$ cat config.mk
export PLATFORM = sky130hd
export DESIGN_NAME = presettable_counter
export DESIGN_NICKNAME = d
export VERILOG_FILES = /design/src/rtl/pcnt_pkg.sv /design/src/rtl/pcnt_ctrl.sv /design/src/rtl/pcnt_next.sv /design/src/rtl/pcnt_state.sv /design/src/rtl/pcnt_carry.sv /design/src/rtl/presettable_counter.sv
export SDC_FILE = /design/constraint.sdc
export NUM_CORES = 1
export LEC_CHECK = 0
export BUFFER_PORTS_ARGS = -buffer_cell sky130_fd_sc_hd__buf_2
export CORE_AREA = 2 2 39 41
export DETAILED_ROUTE_END_ITERATION = 6
export DIE_AREA = 0 0 41 43
export GPL_TIMING_DRIVEN = 0
export PLACE_DENSITY = 0.47
export SYNTH_ARGS = -nofsm -noshare
export SYNTH_HDL_FRONTEND = slang
export SYNTH_SLANG_ARGS = --single-unit
$ cat constraint.sdc
create_clock -name clk -period 1.09 [get_ports clk]
set_input_delay 0.218 -clock clk [delete_from_list [all_inputs] [get_ports clk]]
set_output_delay 0.218 -clock clk [all_outputs]
set_load 0.03 [all_outputs]
$ cat src/rtl/pcnt_pkg.sv
package pcnt_pkg;

   typedef enum logic [1:0] {
      OP_HOLD = 2'd0,
      OP_LOAD = 2'd1,
      OP_STEP = 2'd2
   } pcnt_op_e;

   function automatic int unsigned wrap_value(input bit decade, input int unsigned width);
      return decade ? 32'd9 : ((32'd1 << width) - 32'd1);
   endfunction

endpackage

$ cat src/rtl/pcnt_ctrl.sv
module pcnt_ctrl
   import pcnt_pkg::*;
(
   input  logic     load_n,
   input  logic     cnt_en,
   input  logic     chain_en,
   output pcnt_op_e op
);
   always_comb begin
      if (!load_n)
         op = OP_LOAD;
      else if (cnt_en && chain_en)
         op = OP_STEP;
      else
         op = OP_HOLD;
   end
endmodule

$ cat src/rtl/pcnt_next.sv
module pcnt_next
   import pcnt_pkg::*;
#(
   parameter int unsigned CNT_W  = 4,
   parameter bit          DECADE = 1'b0
) (
   input  pcnt_op_e         op,
   input  logic [CNT_W-1:0] cur,
   input  logic [CNT_W-1:0] din,
   output logic [CNT_W-1:0] nxt
);
   localparam logic [CNT_W-1:0] TERM = CNT_W'(wrap_value(DECADE, CNT_W));

   logic [CNT_W-1:0] stepped;

   generate
      if (DECADE) begin : g_decade
         always_comb stepped = (cur == TERM) ? '0 : cur + 1'b1;
      end else begin : g_binary
         always_comb stepped = cur + 1'b1;
      end
   endgenerate

   always_comb begin
      unique case (op)
         OP_LOAD: nxt = din;
         OP_STEP: nxt = stepped;
         default: nxt = cur;
      endcase
   end
endmodule

$ cat src/rtl/pcnt_state.sv
module pcnt_state #(
   parameter int unsigned CNT_W     = 4,
   parameter bit          ASYNC_CLR = 1'b1
) (
   input  logic             clk,
   input  logic             clr_n,
   input  logic [CNT_W-1:0] nxt,
   output logic [CNT_W-1:0] cur
);
   generate
      if (ASYNC_CLR) begin : g_async
         always_ff @(posedge clk or negedge clr_n) begin
            if (!clr_n) cur <= '0;
            else        cur <= nxt;
         end
      end else begin : g_sync
         always_ff @(posedge clk) begin
            if (!clr_n) cur <= '0;
            else        cur <= nxt;
         end
      end
   endgenerate
endmodule

$ cat src/rtl/pcnt_carry.sv
module pcnt_carry
   import pcnt_pkg::*;
#(
   parameter int unsigned CNT_W  = 4,
   parameter bit          DECADE = 1'b0
) (
   input  logic [CNT_W-1:0] cur,
   input  logic             chain_en,
   output logic             carry
);
   localparam logic [CNT_W-1:0] TERM = CNT_W'(wrap_value(DECADE, CNT_W));

   logic at_term;
   always_comb at_term = (cur == TERM);
   always_comb carry   = chain_en & at_term;
endmodule

$ cat src/rtl/presettable_counter.sv
module presettable_counter
   import pcnt_pkg::*;
#(
   parameter int unsigned CNT_W     = 4,
   parameter bit          DECADE    = 1'b0,
   parameter bit          ASYNC_CLR = 1'b1
) (
   input  logic             clk,
   input  logic             clr_n,
   input  logic             load_n,
   input  logic             cnt_en,
   input  logic             chain_en,
   input  logic [CNT_W-1:0] din,
   output logic [CNT_W-1:0] q,
   output logic             carry
);
   generate
      if (CNT_W < 2) begin : g_bad_width
         $error("presettable_counter: CNT_W must be at least 2");
      end
      if (DECADE && CNT_W != 4) begin : g_bad_decade
         $error("presettable_counter: decade mode needs CNT_W of 4");
      end
   endgenerate

   pcnt_op_e         op;
   logic [CNT_W-1:0] nxt;
   logic [CNT_W-1:0] cur;

   pcnt_ctrl u_ctrl (
      .load_n   (load_n),
      .cnt_en   (cnt_en),
      .chain_en (chain_en),
      .op       (op)
   );

   pcnt_next #(.CNT_W(CNT_W), .DECADE(DECADE)) u_next (
      .op  (op),
      .cur (cur),
      .din (din),
      .nxt (nxt)
   );

   pcnt_state #(.CNT_W(CNT_W), .ASYNC_CLR(ASYNC_CLR)) u_state (
      .clk   (clk),
      .clr_n (clr_n),
      .nxt   (nxt),
      .cur   (cur)
   );

   pcnt_carry #(.CNT_W(CNT_W), .DECADE(DECADE)) u_carry (
      .cur      (cur),
      .chain_en (chain_en),
      .carry    (carry)
   );

   assign q = cur;
endmodule

==> flow_metrics.py <==
metrics = {
    "min_path": {
        "hold_end": "u_state.cur[1]$_DFFE_PN0P_",
        "worstHoldPathCells": 3,
        "min_path_type": "in -> reg",
        "min_from": "din[1]",
    },
    "sta": {
        "max-slew-margin-rel_pct": 78.90,
        "fin_tns_setup_ns": -0.4375,
        "tightest_slew_ns": 0.3165,
        "clock_skew_ns": 0.003744,
        "max_freq_ghz": 0.7505,
        "post-route-min-period_ns": 1.332,
        "final-setup-viol-count": 4,
        "fin_hold_ws_ns": 0.2293,
        "hold_viol_final": 0,
        "drv_slew": 0,
        "fin_crit_sh_pct": 122.2,
        "rsz0062_at_grt": "true",
        "setup_slack_ns": -0.2424,
    },
    "drt": {
        "wl_per_cell_um": 9.431,
        "first_pass_iters": 4,
        "via_per_inst": 4.362,
        "drt-initial-drc-count": 6,
        "drc_errors": 0,
        "num_vias": 253,
        "wirelength_um": 547,
        "ant_nets": 0,
    },
    "run_status": {
        "status": "complete, but fails checks",
        "violations": "setup timing",
    },
    "placement": {
        "hpwl_um": 410.5,
        "gp_routability_congestion": 0.6175,
        "io_buffers": 12,
    },
    "clocking": {
        "clock-sinks": 4,
        "cts.clk_slew.worst_paths_ns": 0.04,
        "cts_max_level": 1,
        "insertion_delay_ns": 0.23,
        "cts_tree": "built",
        "clockBufferDepth": 2,
        "cts_root_buf": "clkbuf_4",
        "numCtsBuffers": 3,
    },
    "synth": {
        "synth-xor-area-share_pct": 8.046,
        "yosysTopAreaCell": "dfrtp_1",
        "synth_mux_area_share_pct": 4.598,
        "synthTopCellsByArea": "dfrtp_1, xor2_1, a21oi_1, nor2_1, ha_1",
        "netlist.area_leader.share_pct": 45.98,
        "synth_edf_count": 0,
        "ys.flop_type": "dfrtp_1",
        "async_reset_ff_share_pct": 100.0,
        "synth_adder_area_share_pct": 5.747,
        "ys_types": 13,
        "yosysWarningCount": 0,
        "netlist_top_cells_count": "dfrtp_1, nor2_1, a21oi_1",
        "synth_top_family_by_area": "simple AND/OR/NAND/NOR gates",
        "synth_compound_area_share_pct": 12.07,
        "synth-seq-area-share_pct": 45.98,
        "ys_ff_latch": 4,
        "syn-instance-count": 23,
        "synth_area_um2": 217.7,
        "yosys.area_share.simple_pct": 21.84,
        "syn_nets": 33,
        "avgSynthCellArea_um2": 9.466,
    },
    "grt": {
        "grt_usage_pct": 8.056,
        "grt_pass1_wl_um": 890,
        "grt_overflow_total": 0,
        "antenna_found_initial": 0,
        "grt_max_degree": 9,
        "grt_pass1_vias": 218,
    },
    "die": {
        "start_util_pct": 15.73,
        "die_x_um": 41,
        "die_area_um2": 1763,
        "io_pins": 14,
        "fp.coreArea_um2": 1384,
        "die_h_um": 43,
        "fp-row-count": 14,
    },
    "setup_path": {
        "timing.rr.start": "u_state.cur[1]$_DFFE_PN0P_",
        "endpoint_kind": "output port",
        "r2r_slack_ns": -0.07,
        "worstSetupStartpoint": "u_state.cur[1]$_DFFE_PN0P_",
        "crit_type": "reg -> out",
        "arrival_ns": 1.11,
        "rr_endpoint": "u_state.cur[3]$_DFFE_PN0P_",
        "crit_fanout": 2,
        "reg2reg_depth": 4,
        "startpoint_type": "flip-flop",
        "required_ns": 0.87,
    },
    "power": {
        "p_sw_mw": 0.1731,
        "vdd_drop_max_mv": 0.8386,
        "clkPwrFrac_pct": 35.6,
        "p_int_mw": 0.3881,
        "power_density_nw_per_um2": 1456,
        "p_comb_share_pct": 30.8,
        "power_leakage_nw": 0.1708,
        "swShare_pct": 30.85,
        "seqPwrFrac_pct": 33.6,
    },
    "layout": {
        "area_delta_synth_final_pct": 77.01,
        "antenna-diode-count": 0,
        "layout-drive-gt1-share_pct": 54.76,
        "top_regs": "u_state.cur: 4 flops",
        "fin_nets": 53,
        "fin_util_pct": 27.85,
        "largest_reg_flops": 4,
        "largest_register": "u_state.cur",
    },
    "run": {
        "cap_violations": 0,
    },
}
## cell type report
class,count,area [um2]
Buffer,1,3.754
Timing Repair Buffer,15,103.9
Multi-Input combinational cell,18,127.6
Tap cell,16,20.02
Sequential cell,4,103.9
Clock buffer,4,26.28
Fill cell,146,998.5
## metal layers
layer	track usage [%]	wire length, um
met5	0	0
met4	2.000	4
met3	7.853	101
met2	10.31	193
met1	9.416	248
## power by group through the flow
stage | sequential [mW] | clock, mW | combinational [mW]
after detailed placement | 0.195 | 0 | 0.137
after global routing | 0.191 | 0.224 | 0.193
after global placement | 0.196 | 0 | 0.137
after floorplan | 0.228 | 0 | 0.0548
final | 0.189 | 0.200 | 0.173
after CTS | 0.188 | 0.211 | 0.176
## what timing repair did
| action | 4_1_cts | 5_1_grt |
|---|---|---|
| pin swaps | 1 | 1 |
| setup endpoints to repair | 1 | 5 |
| hold buffers | 1 | 0 |
| hold endpoints to repair | 4 | 0 |
| buffers inserted | 2 | 0 |
| gates resized for setup | 6 | 0 |
## cells by family after synthesis
logic type	Yosys count
buffers and inverters	1
and+or+nand+nor	9
AOI/OAI and AO/OA	5
muxes	1
adders and majority gates	1
xor gates and xnor gates	2
DFF	4
## worst max-delay path by stage
stage | to | slack (ns) | depth (start not counted)
after floorplan | carry | -0.04 | 2
after global placement | carry | -0.05 | 3
after detailed placement | carry | -0.05 | 3
after CTS | carry | -0.25 | 3
after global routing | carry | -0.27 | 3
final | carry | -0.24 | 3
## worst max-delay path, stage by stage, from the launching register on
cell and delay, ns:
dfrtp_2 0.42, ha_4 0.16, and4_4 0.17, buf_6 0.13
## layout by cell type, fill, tap and decap left out, types with 2 or more instances in the layout
cell | netlist | layout
nor2_1 | 4 | 4
xor2_1 | 2 | 2
clkbuf_1 | 1 | 2
a21oi_1 | 3 | 3
clkbuf_4 | 0 | 3
buf_4 | 0 | 2
dfrtp_2 | 0 | 3
buf_2 | 0 | 9
buf_6 | 0 | 3
nand3_1 | 2 | 2
## stage by stage
stage / worst slack (ns) / power [mW] / instances / area (um2)
after floorplan: -0.03551 / 0.2828 / 23 / 235.2
after global placement: -0.05395 / 0.3325 / 51 / 315.3
after detailed placement: -0.04505 / 0.3326 / 51 / 315.3
after CTS: -0.2532 / 0.5752 / 58 / 385.4
after global routing: -0.2746 / 0.6075 / 58 / 385.4
final: -0.2424 / 0.5612 / 58 / 385.4
No activity file was read; power rests on OpenSTA's default activity.
